[config.mk]
export PLATFORM = sky130hd
export DESIGN_NAME = serdes_rst_seq
export DESIGN_NICKNAME = d
export VERILOG_FILES = /design/src/rtl/serdes_rst_pkg.sv /design/src/rtl/seq_wait_timer.sv /design/src/rtl/seq_stage_decode.sv /design/src/rtl/serdes_rst_seq.sv
export SDC_FILE = /design/constraint.sdc
export NUM_CORES = 1
export LEC_CHECK = 0
export ABC_CLOCK_PERIOD_IN_PS = 3800
export BUFFER_PORTS_ARGS = -buffer_cell sky130_fd_sc_hd__buf_4
export CORE_MARGIN = 2
export CORE_UTILIZATION = 53
export DETAILED_ROUTE_END_ITERATION = 6
export PLACE_DENSITY = 0.83
export SLEW_MARGIN = 20
export SYNTH_ARGS = -nofsm -noshare
export SYNTH_HDL_FRONTEND = slang
export SYNTH_SLANG_ARGS = --single-unit
[constraint.sdc]
create_clock -name clk -period 3.8 [get_ports clk]
set_clock_uncertainty 0.15 [all_clocks]
set_input_delay 0.57 -clock clk [delete_from_list [all_inputs] [get_ports clk]]
set_output_delay 0.57 -clock clk [all_outputs]
set_load 0.05 [all_outputs]
[src/rtl/serdes_rst_pkg.sv]
package serdes_rst_pkg;
  localparam int NUM_CTRL   = 10;
  localparam int NUM_STAGES = 6;
  localparam int STAGE_W    = 3;
  localparam int RST_LSB    = 0;
  localparam int PD_LSB     = 4;
  localparam int PLL_LSB    = 8;

  // Held control mask after `stage` releases have taken place
  function automatic logic [NUM_CTRL-1:0] held_mask(input logic [STAGE_W-1:0] stage);
    logic [NUM_CTRL-1:0] m;
    m = '1;
    for (int i = 1; i <= NUM_STAGES; i++) begin
      if (i <= int'(stage)) begin
        int pair;
        int kind;
        pair = (i - 1) / 3;
        kind = (i - 1) % 3;
        case (kind)
          0: begin
            m[PD_LSB + 2*pair]     = 1'b0;
            m[PD_LSB + 2*pair + 1] = 1'b0;
          end
          1: m[PLL_LSB + pair] = 1'b0;
          default: begin
            m[RST_LSB + 2*pair]     = 1'b0;
            m[RST_LSB + 2*pair + 1] = 1'b0;
          end
        endcase
      end
    end
    return m;
  endfunction
endpackage

[src/rtl/seq_wait_timer.sv]
module seq_wait_timer #(
  parameter int WAIT_CYCLES = 3000
) (
  input  logic clk,
  input  logic rst_n,
  input  logic clear_i,
  input  logic run_i,
  output logic expire_o
);
  localparam int CNT_W = (WAIT_CYCLES > 1) ? $clog2(WAIT_CYCLES) : 1;
  localparam logic [CNT_W-1:0] LAST = CNT_W'(WAIT_CYCLES - 1);

  logic [CNT_W-1:0] cnt_q;

  always_ff @(posedge clk) begin
    if (!rst_n)                 cnt_q <= '0;
    else if (clear_i)           cnt_q <= '0;
    else if (run_i && expire_o) cnt_q <= '0;
    else if (run_i)             cnt_q <= cnt_q + 1'b1;
  end

  assign expire_o = run_i && (cnt_q == LAST);


  cnt_range_chk: assert property (@(posedge clk) disable iff (!rst_n)
    cnt_q <= LAST);
endmodule

[src/rtl/seq_stage_decode.sv]
module seq_stage_decode
  import serdes_rst_pkg::*;
(
  input  logic [STAGE_W-1:0]  stage_i,
  output logic [NUM_CTRL-1:0] mask_o
);
  always_comb mask_o = held_mask(stage_i);
endmodule

[src/rtl/serdes_rst_seq.sv]
module serdes_rst_seq
  import serdes_rst_pkg::*;
#(
  parameter int WAIT_CYCLES = 3000,
  parameter int CTRL_W      = 16
) (
  input  logic              clk,
  input  logic              rst_n,
  input  logic              start_i,
  input  logic [CTRL_W-1:0] cfg_i,
  output logic [CTRL_W-1:0] ctrl_o,
  output logic              done_o
);
  localparam logic [STAGE_W-1:0] LAST_STAGE = STAGE_W'(NUM_STAGES);
  localparam logic [CTRL_W-1:0]  CTRL_MASK  = CTRL_W'({NUM_CTRL{1'b1}});

  logic [STAGE_W-1:0]  stage_q;
  logic                busy_q;
  logic                done_q;
  logic [CTRL_W-1:0]   cfg_q;
  logic                wait_expire;
  logic [NUM_CTRL-1:0] held;
  logic [CTRL_W-1:0]   held_ctrl;

  seq_wait_timer #(.WAIT_CYCLES(WAIT_CYCLES)) timer_i (
    .clk      (clk),
    .rst_n    (rst_n),
    .clear_i  (start_i),
    .run_i    (busy_q),
    .expire_o (wait_expire)
  );

  seq_stage_decode decode_i (
    .stage_i (stage_q),
    .mask_o  (held)
  );

  always_ff @(posedge clk) begin
    if (!rst_n) begin
      stage_q <= '0;
      busy_q  <= 1'b0;
      done_q  <= 1'b0;
      cfg_q   <= '0;
    end else if (start_i) begin
      stage_q <= '0;
      busy_q  <= 1'b1;
      done_q  <= 1'b0;
      cfg_q   <= cfg_i;
    end else if (wait_expire) begin
      if (stage_q == LAST_STAGE) begin
        busy_q <= 1'b0;
        done_q <= 1'b1;
      end else begin
        stage_q <= stage_q + 1'b1;
      end
    end
  end

  assign held_ctrl = CTRL_W'(held);
  assign ctrl_o    = (cfg_q & ~CTRL_MASK) | held_ctrl;
  assign done_o    = done_q;


  start_asserts_all_chk: assert property (@(posedge clk) disable iff (!rst_n)
    start_i |=> ((ctrl_o & CTRL_MASK) == CTRL_MASK) && !done_o);

  done_all_released_chk: assert property (@(posedge clk) disable iff (!rst_n)
    done_o |-> ((ctrl_o & CTRL_MASK) == '0));

  done_sticky_chk: assert property (@(posedge clk) disable iff (!rst_n)
    (done_o && !start_i) |=> done_o);

  no_reassert_chk: assert property (@(posedge clk) disable iff (!rst_n)
    !start_i |=> ((ctrl_o & CTRL_MASK & ~$past(ctrl_o)) == '0));

  cfg_hold_chk: assert property (@(posedge clk) disable iff (!rst_n)
    !start_i |=> ((ctrl_o & ~CTRL_MASK) == ($past(ctrl_o) & ~CTRL_MASK)));

  stage_range_chk: assert property (@(posedge clk) disable iff (!rst_n)
    stage_q <= LAST_STAGE);
endmodule

# After elaboration in Yosys (flattened, before gate mapping)
# Cells that the tools add are included.
dict set report totals {
  romBits 0
  mem_count 0
  ff_bits 33
  latchBits 0
  inputBits 19
  ram_bits 0
}
dict set report op_classes {
  order_cmp 6
  reduce_logical 9
  n_eq_ne 2
  n_div 0
  n_mul 0
  muxes 9
  shifts 0
  n_bitwise 3
  addsub 2
}
# cell n
set ops {}
lappend ops {{$or 16x10->16} 1}
lappend ops {{$add 12x1->12 const B} 1}
lappend ops {{$eq 12x12->1 const B} 1}
lappend ops {{$le 3x3->1 const A} 3}
lappend ops {{$mux 2} 4}
lappend ops {{$le 2x3->1 const A} 2}
lappend ops {{$reduce_and 2->1} 3}
lappend ops {{$mux 1} 5}
lappend ops {{$reduce_bool 2->1} 2}
lappend ops {{$add 3x1->3 const B} 1}
lappend ops {{$eq 3x3->1 const B} 1}
lappend ops {{$le 1x3->1 const A} 1}
lappend ops {{$reduce_or 3->1} 1}
lappend ops {{$logic_and 1x1->1} 2}
lappend ops {{$not 1->1} 2}
lappend ops {{$reduce_or 2->1} 1}

# Logic depth before layout (Yosys ltp)
# Gate-level depths: netlist (run 1).
dict set report logic_depth {
  ltp_word 4
  ltp_mapped 6
}

# Hierarchy
# Synthesis (run 1) repeated with hierarchy kept, for this count alone.
dict set report unflattened {
  hier_cells 117
  area_unflattened_um2 1142.3
}
# module n_inst area_each_um2 cells_each
set modules_own_cells {}
lappend modules_own_cells {seq_wait_timer 1 609.3 62}
lappend modules_own_cells {serdes_rst_seq 1 471.7 45}
lappend modules_own_cells {seq_stage_decode 1 61.3 10}

# Worst setup path after synthesis (run 1)
# No wires, ideal clock.
dict set report synth_timing {
  path_type {reg2out}
  from {reg stage_q[1]}
  to {out ctrl_o[7]}
  arrival_ns 2.405
  stages_incl_launch_ff 6
  setup_slack_ns 0.675
  path_buffers 2
  cell_sequence {dfxtp_1 -> clkbuf_1 -> inv_1 -> ha_1 -> o31ai_1 -> buf_4}
}
dict set report synth_between {
  elab_chain_cells 3
}
# item line
set synth_lines {}
lappend synth_lines {{start: declaration} serdes_rst_seq.sv:17} ;# logic [STAGE_W-1:0] stage_q;
lappend synth_lines {{start signal: assignment} serdes_rst_seq.sv:54} ;# stage_q <= stage_q + 1'b1;
lappend synth_lines {{$le 3x3->1} serdes_rst_pkg.sv:14} ;# if (i <= int'(stage)) begin
lappend synth_lines {{$mux 2} serdes_rst_pkg.sv:14}
lappend synth_lines {{$or 16x10->16} serdes_rst_seq.sv:60} ;# assign ctrl_o = (cfg_q & ~CTRL_MASK) | held_ctrl;
lappend synth_lines {{end: declaration} serdes_rst_seq.sv:11} ;# output logic [CTRL_W-1:0] ctrl_o,
# No other way between the ends.

# Worst setup path in the final report (run 1)
dict set report layout_timing {
  from {reg stage_q[0]}
  to {out ctrl_o[6]}
}
# The elaborated chain is that of the path after synthesis.

==> results.yml, run 1 <==
status:
  outcome: "finished, final reports clean"
critical_path:
  cp-startpoint: "stage_q[0]$_SDFFE_PP0P_"
  startpoint_type: "register"
  cp.arrival_ns: 1.59
  r2r_start: "stage_q[0]$_SDFFE_PP0P_"
  cp_max_fo: 7
  crit_path_end_kind: "output port"
  critPathKind: "register to output port"
  crit_required_ns: 3.08
timing:
  tns_ns: 0
  period_needed_ns: 2.312
  finalCritPeriodShare_pct: 60.84
  rsz0062_at_grt: "no"
  worstMarginPinSlew_ns: 0.3401
  hold_ws_ns: 0.3495
  slew-limit-headroom_pct: 77.12
  hold_viol: 0
  setup_violations: 0
  max_freq_mhz: 432.5
  drv_slew: 0
power_and_ir_drop:
  seq_power_share_pct: 62.8
  netSwitchingFraction_pct: 23.96
  p_sw_uw: 95.70
  power.density_mw_per_mm2: 301.4
  p_clk_share_pct: 26.7
  ir_drop_mv: 0.2716
  intPower_uw: 303.7
  leakage_nw: 0.4985
  total_power_uw: 399.4
  comb_power_share_pct: 10.6
finish:
  final_cell_mix: "25 x buf_4, 23 x dfxtp_1, 18 x nor2_1"
  nets: 167
  syn2layout_area_growth_pct: 16.50
  n_fill_cell: 176
  final_common_cell: "buf_4"
  drive_above_1_share_pct: 23.08
  diodes: 0
  layoutNonFillerInstCount: 170
drt:
  drt_iter0_drc: 25
  drt_wl_total_um: 2046
  route.vias.total: 894
  viasPerCell: 5.259
  drt-wirelength-per-cell_um: 12.04
  drt-pass1-iter-count: 4
  ant_nets: 0
  drcViolationCount: 0
synthesis:
  synth-edff-count: 0
  seq_area_frac_synth_pct: 40.48
  syn_inst: 123
  synthFlopType: "dfxtp_1"
  ys_ff_latch: 23
  synth_top_cell_area_share_pct: 40.48
  synthTopCellsByArea: "dfxtp_1 40%, xnor2_1 7.7%, mux2i_1 7.0%"
  syn_area_mm2: 0.001137
  synthArstFlopShare_pct: 0
  synth_area_per_cell_um2: 9.247
  yosysUniqueCellTypes: 31
  synth.net_count: 146
  synth_top_area_cell: "dfxtp_1"
  yosysWarnings: 0
clock_network:
  cts_sinks: 23
  cts_resized: 0
  cts_buffers: 3
  clock_latency_ns: 0.30
  clockBufferDepth: 2
  cts_root_buffer: "clkbuf_4"
  cts-htree-levels: 1
  tritoncts: "yes"
  path_clk_slew_ns: 0.12
  cts_setup_buffers: 0
  postCtsHoldBufs: 0
placement:
  gp_congestion: 0.8468
  dp_cells: 166
  dp_hpwl_um: 1560
  numPortBuffers: 25
floorplan:
  die_h_um: 50.33
  initial_core_util_pct: 56.81
  io_pins: 36
  rows: 16
  die_w_um: 50.33
  die_area_mm2: 0.002533
  coreArea_mm2: 0.002002
grt:
  grt_max_degree: 14
  grt_pass1_vias: 822
  grt.total_usage_pct: 17.95
  antenna_found_initial: 0
  grt_pass1_wl_um: 3539
  overflow: 0
job:
  drv_cap: 0
worst_hold_path:
  hp-class: "register to register"
  hold_start: "done_o$_SDFFE_PP0P_"
## power by group through the flow
stage | clock [mW] | combinational, mW | sequential (mW)
after global placement | 0 | 0.0420 | 0.256
after CTS | 0.110 | 0.0427 | 0.251
final | 0.106 | 0.0422 | 0.251
after global routing | 0.123 | 0.0455 | 0.252
after detailed placement | 0 | 0.0427 | 0.256
after floorplan | 0 | 0.0183 | 0.267
## layout make-up
cell class                 count  area [µm²]  area share, %
tap                           27       33.78          2.550
inverter                       4       15.01          1.133
clock inverter                 1       5.005         0.3777
clock buffer                   3       22.52          1.700
sequential                    23       460.4          34.75
multi-input combinational     87       600.6          45.33
timing repair buffer          25       187.7          14.16
## worst paths after layout
check / end / slack [ns] / depth (start not counted)
setup reg to reg: stage_q[1]$_SDFFE_PP0P_ / 2.07 / 6
setup / recovery: ctrl_o[6] / 1.49 / 4
hold reg to reg: done_o$_SDFFE_PP0P_ / 0.35 / 2
hold / removal: done_o$_SDFFE_PP0P_ / 0.35 / 2
## critical path, stage by stage (launching register included)
cell and delay, ns:
dfxtp_1 0.47, inv_1 0.10, ha_1 0.20, o31ai_1 0.27, buf_4 0.26
## cells in the mapped netlist (all sizes together), types with 3 or more instances
| cell type | instances |
|---|---|
| a21oi | 4 |
| buf | 7 |
| dfxtp | 23 |
| ha | 4 |
| inv | 4 |
| mux2i | 8 |
| nand2 | 5 |
| nand3 | 4 |
| nand4 | 4 |
| nor2 | 18 |
| nor2b | 7 |
| nor3 | 5 |
| nor4 | 3 |
| xnor2 | 10 |
## metal layers
metal	routed length [µm]	vias to the layer above	track usage, %
met5	0	-	0
met4	23	0	6.306
met3	104	5	2.679
met2	1006	34	30.04
met1	911	400	23.46
li1	-	455	-
## logic make-up (layout without fill, tap and decap cells)
family	after synthesis	count (layout)	share of synthesized area, %
mux	8	8	7.041
buf+inv	13	33	6.710
fa+ha+maj	4	4	4.401
simple gates	56	56	28.38
xor+xnor	12	12	9.241
flops	23	23	40.48
compound gates	7	7	3.740
## registers in the layout (all words and copies together), names as in the netlist
register / cells
busy_q: 1
timer_i.cnt_q: 12
cfg_q: 6
stage_q: 3
done_o: 1
## stage by stage
stage / instance area, µm² / setup slack, ns / utilization [%]
final: 1325 / 1.488 / 66.19
after global routing: 1325 / 1.347 / 66.19
after CTS: 1325 / 1.470 / 66.19
after detailed placement: 1297 / 1.810 / 64.81
after global placement: 1297 / 1.867 / 64.81
after floorplan: 1137 / 0.6749 / -
Note: power is estimated with default switching activity, not from simulation.
==> run 2: changes to the inputs <==
ABC_CLOCK_PERIOD_IN_PS = 2320   (was 3800)
CORE_UTILIZATION = 49   (was 53)
PLACE_DENSITY = 0.77   (was 0.83)
clock period = 2.32 ns   (was 3.8 ns; I/O delays follow)
==> run 2 against run 1 <==
  * Clock-buffer cell count increased by 1
  * Sequential share of layout area fell by 0.26 points
  * First-iteration DRC count shrank 40%
  * Combinational power grew 65%
  * Clock power up 68%
  * Global-route usage down 2.2 points
  * Die area is 7.5% higher
  * Highest routed layer unchanged
  * Non-clock buffer count stayed put
  * Final cell count increased by 0.59%
  * Register-to-register slack got worse by 1.5 ns
  * Setup slack lost 1.3 ns
  * Critical endpoint unchanged
==> results.yml, run 2 (synthesis results as in run 1) <==
power_and_ir_drop:
  power.density_mw_per_mm2: 493.2
  leakage_nw: 0.4974
  total_power_uw: 658.4
  ir_drop_mv: 0.4004
finish:
  largest_register: "timer_i.cnt_q"
  top_regs: "timer_i.cnt_q (12), cfg_q (6), stage_q (3)"
  final_cell_mix: "25 x buf_4, 23 x dfxtp_1, 18 x nor2_1"
  fin_util_pct: 60.35
  nets: 167
  drive_above_1_share_pct: 23.78
  syn2layout_area_growth_pct: 17.38
  diodes: 0
  largest_reg_flops: 12
  final_area_mm2: 0.001335
  final_common_cell: "buf_4"
clock_network:
  clockBufferDepth: 2
  cts_root_buffer: "clkbuf_4"
  cts-htree-levels: 1
  cts_sinks: 23
  path_clk_slew_ns: 0.12
  cts_setup_buffers: 0
  tritoncts: "yes"
  postCtsHoldBufs: 0
  cts_buffers: 3
  clock_latency_ns: 0.30
  cts_resized: 0
drt:
  drcViolationCount: 0
  drt_iter0_drc: 15
  top_layer: "met4"
  met1_length_um: 948
  route.vias.total: 878
  dr_wl_met2_um: 930
  viasPerCell: 5.135
  ant_nets: 0
  drt-wirelength-per-cell_um: 11.61
  drt_wl_total_um: 1986
  wl_met3_um: 90
  drt-pass1-iter-count: 4
timing:
  hold_viol: 0
  rsz0062_at_grt: "no"
  worstMarginPinSlew_ns: 0.3500
  slew-limit-headroom_pct: 76.63
  period_needed_ns: 2.088
  max_freq_mhz: 479.0
  drv_slew: 0
  setup_violations: 0
  finalCritPeriodShare_pct: 89.98
floorplan:
  initial_core_util_pct: 51.41
  io_pins: 36
  die_w_um: 52.18
  die_h_um: 52.18
  rows: 17
  die_area_mm2: 0.002722
  coreArea_mm2: 0.002212
grt:
  grt_max_degree: 13
  grt_pass1_vias: 750
  antenna_found_initial: 0
  overflow: 0
  grt.total_usage_pct: 15.77
  grt_pass1_wl_um: 3201
placement:
  dp_hpwl_um: 1457
  placed_area_mm2: 0.001309
  gp_congestion: 0.7920
  numPortBuffers: 25
critical_path:
  startpoint_type: "register"
  crit_path_end_kind: "output port"
  max_stage_delay_ns: 0.55
  critPathKind: "register to output port"
  critPathSlowestCell: "dfxtp_1"
  crit_required_ns: 1.82
  crit_chain: "inv_1 -> ha_1 -> o31ai_2 -> buf_4"
  cp.arrival_ns: 1.59
  cp_max_fo: 10
worst_hold_path:
  hp-class: "input pin to register"
status:
  outcome: "finished, final reports clean"
job:
  drv_cap: 0
-- run 2: area by class of cell --
type / count / area (µm²)
fill: 209 / 877.1
multi-input combinational: 87 / 610.6
sequential: 23 / 460.4
timing repair buffer: 25 / 187.7
tap: 28 / 35.03
clock buffer: 4 / 26.28
inverter: 4 / 15.01
-- run 2: worst paths after layout --
path | start | endpoint | slack [ns] | depth (start not counted)
min reg2reg | done_o$_SDFFE_PP0P_ | done_o$_SDFFE_PP0P_ | 0.33 | 2
min | cfg_i[12] | cfg_q[12]$_SDFFE_PN0P_ | 0.15 | 3
max reg2reg | stage_q[0]$_SDFFE_PP0P_ | stage_q[1]$_SDFFE_PP0P_ | 0.54 | 6
max | stage_q[1]$_SDFFE_PP0P_ | ctrl_o[6] | 0.23 | 4
-- run 2: metal layers --
| metal | track usage [%] | vias to the layer above |
|---|---|---|
| met2 | 24.26 | 23 |
| met1 | 21.44 | 399 |
| met3 | 2.571 | 2 |
| li1 | - | 454 |
| met5 | 0 | - |
| met4 | 7.692 | 0 |
-- run 2: power breakdown --
group / internal, mW / total (mW) / leakage [nW] / switching (mW)
Combinational: 0.0300 / 0.0695 / 0.296 / 0.0395
Clock: 0.0670 / 0.178 / 0.0150 / 0.111
Sequential: 0.403 / 0.411 / 0.187 / 0.00726
Total: 0.500 / 0.658 / 0.497 / 0.158
-- run 2: worst max-delay path: cells and delay by family (launching register included) --
kind                       cells  cell delay, ns
adders and majority gates      1            0.20
buffers and inverters          2            0.32
AOI/OAI and AO/OA              1            0.22
DFF                            1            0.55
-- run 2: stage by stage --
| step | hold slack (ns) | cells | setup TNS (ns) | setup slack (ns) |
|---|---|---|---|---|
| 2_1_floorplan | 0.3262 | 123 | -0.1341 | -0.1341 |
| 3_3_place_gp | 0.3075 | 167 | 0 | 0.5315 |
| 3_5_place_dp | 0.3118 | 167 | 0 | 0.5276 |
| 4_1_cts | 0.1419 | 171 | 0 | 0.2193 |
| 5_1_grt | 0.1447 | 171 | 0 | 0.1148 |
| 6_report | 0.1517 | 171 | 0 | 0.2324 |
==> run 3: changes to the inputs <==
CAP_MARGIN = 5   (was unset)
CELL_PAD_IN_SITES_DETAIL_PLACEMENT = 1   (was unset)
CELL_PAD_IN_SITES_GLOBAL_PLACEMENT = 1   (was unset)
CORE_UTILIZATION = 36   (was 49)
PLACE_DENSITY = unset   (was 0.77)
PLACE_DENSITY_LB_ADDON = 0.1   (was unset)
==> run 3 against run 2 <==
  * Total power is 2.0% higher
  * Final cell count rose by 9.4%
  * Hold slack got worse by 0.020 ns
  * Register-to-register slack worse by 0.04 ns
  * Maximum frequency fell by 1.2%
  * Combinational power hardly changed
  * Sequential power about the same
  * Non-clock buffer count did not move
  * Largest power group unchanged
==> results.yml, run 3 (synthesis results as in run 1) <==
worst_hold_path:
  hp-class: "input pin to register"
floorplan:
  coreArea_mm2: 0.003028
  die_area_mm2: 0.003625
  die_w_um: 60.21
  die_h_um: 60.21
  initial_core_util_pct: 37.56
  io_pins: 36
  rows: 20
finish:
  top_regs: "timer_i.cnt_q (12), cfg_q (6), stage_q (3)"
  largest_register: "timer_i.cnt_q"
  diodes: 0
  largest_reg_flops: 12
  nets: 167
  final_cell_mix: "25 x buf_4, 23 x dfxtp_1, 18 x nor2_1"
  layoutNonFillerInstCount: 187
  final_area_mm2: 0.001355
  n_fill_cell: 365
  syn2layout_area_growth_pct: 19.14
  drive_above_1_share_pct: 23.78
  final_common_cell: "buf_4"
power_and_ir_drop:
  p_sw_uw: 171.2
  total_power_uw: 671.8
  ir_drop_mv: 0.2684
  p_clk_share_pct: 28.5
  leakage_nw: 0.4974
  power.density_mw_per_mm2: 495.8
  intPower_uw: 500.6
  comb_power_share_pct: 10.4
  netSwitchingFraction_pct: 25.48
  seq_power_share_pct: 61.1
grt:
  grt.total_usage_pct: 14.18
  grt_pass1_vias: 817
  overflow: 0
  antenna_found_initial: 0
  grt_pass1_wl_um: 3774
  grt_max_degree: 13
drt:
  drt-pass1-iter-count: 3
  drt_iter0_drc: 22
  drt_wl_total_um: 2367
  route.vias.total: 910
  ant_nets: 0
  viasPerCell: 4.866
  drt-wirelength-per-cell_um: 12.66
  drcViolationCount: 0
critical_path:
  startpoint_type: "register"
  critPathSlowestCell: "dfxtp_1"
  crit_chain: "inv_1 -> ha_1 -> o31ai_2 -> buf_4"
  cp-startpoint: "stage_q[1]$_SDFFE_PP0P_"
  rr_worst_depth: 6
  max_stage_delay_ns: 0.56
  r2r_start: "stage_q[0]$_SDFFE_PP0P_"
  critPathKind: "register to output port"
  reg2reg_slack_ns: 0.50
  cp.arrival_ns: 1.61
  crit_path_end_kind: "output port"
  cp_max_fo: 10
  cp-endpoint: "ctrl_o[6]"
  crit_required_ns: 1.82
  reg2reg_to: "stage_q[1]$_SDFFE_PP0P_"
clock_network:
  clockBufferDepth: 2
  cts_resized: 0
  postCtsHoldBufs: 0
  cts_root_buffer: "clkbuf_4"
  cts_buffers: 3
  cts_setup_buffers: 0
  cts-htree-levels: 1
  path_clk_slew_ns: 0.13
  clock_latency_ns: 0.31
  tritoncts: "yes"
  cts_sinks: 23
timing:
  finalCritPeriodShare_pct: 91.06
  worstMarginPinSlew_ns: 0.3594
  layout_setup_ws_ns: 0.2073
  max_freq_mhz: 473.3
  drv_slew: 0
  slew-limit-headroom_pct: 76.01
  setup_violations: 0
  hold_viol: 0
  rsz0062_at_grt: "no"
  period_needed_ns: 2.113
status:
  outcome: "finished, final reports clean"
placement:
  dp_hpwl_um: 1808
  placed_area_mm2: 0.001329
  place_ws_ns: 0.4753
  numPortBuffers: 25
  dp_cells: 183
  gp_congestion: 0.7125
job:
  drv_cap: 0
run 3: metal layers:
| layer | vias up | GRT usage, % | part of all wire (%) |
|---|---|---|---|
| met3 | 4 | 1.948 | 4.0 |
| met4 | 0 | 6.667 | 1.8 |
| met1 | 435 | 18.58 | 46 |
| li1 | 451 | - | - |
| met2 | 20 | 22.83 | 48 |
| met5 | - | 0 | 0 |
run 3: final cells by class:
cell class | count | area, µm² | area share (%)
Sequential cell | 23 | 460.4 | 33.98
Multi-Input combinational cell | 87 | 610.6 | 45.06
Inverter | 4 | 15.01 | 1.108
Tap cell | 44 | 55.05 | 4.063
Timing Repair Buffer | 25 | 187.7 | 13.85
Clock buffer | 4 | 26.28 | 1.939
run 3: through the flow:
step	hold WS, ns	TNS [ns]	utilization (%)
2_1_floorplan	0.3262	-0.1341	-
3_3_place_gp	0.3238	0	43.88
3_5_place_dp	0.3344	0	43.88
4_1_cts	0.1193	0	44.75
5_1_grt	0.1229	0	44.75
6_report	0.1321	0	44.75
run 3: worst min-delay path by stage:
stage	from	end	slack, ns	depth (start not counted)
2_1_floorplan	rst_n	busy_q$_SDFFE_PN0P_	0.33	1
3_3_place_gp	done_o$_SDFFE_PP0P_	done_o$_SDFFE_PP0P_	0.32	2
3_5_place_dp	done_o$_SDFFE_PP0P_	done_o$_SDFFE_PP0P_	0.33	2
4_1_cts	cfg_i[12]	cfg_q[12]$_SDFFE_PN0P_	0.12	3
5_1_grt	cfg_i[11]	cfg_q[11]$_SDFFE_PN0P_	0.12	3
6_report	cfg_i[12]	cfg_q[12]$_SDFFE_PN0P_	0.13	3
run 3: worst max-delay path: cells and delay by family (launching register included):
family                   cells  cell delay [ns]
AO/OA/AOI/OAI                1             0.21
flip-flops                   1             0.56
adder cells (fa/ha/maj)      1             0.20
buffers and inverters        2             0.33
run 3: power groups by stage:
stage          Clock, mW  Sequential, mW  Combinational [mW]
6_report           0.191           0.411              0.0698
4_1_cts            0.204           0.411              0.0712
3_5_place_dp           0           0.420              0.0710
2_1_floorplan          0           0.438              0.0301
5_1_grt            0.222           0.413              0.0750
3_3_place_gp           0           0.419              0.0697
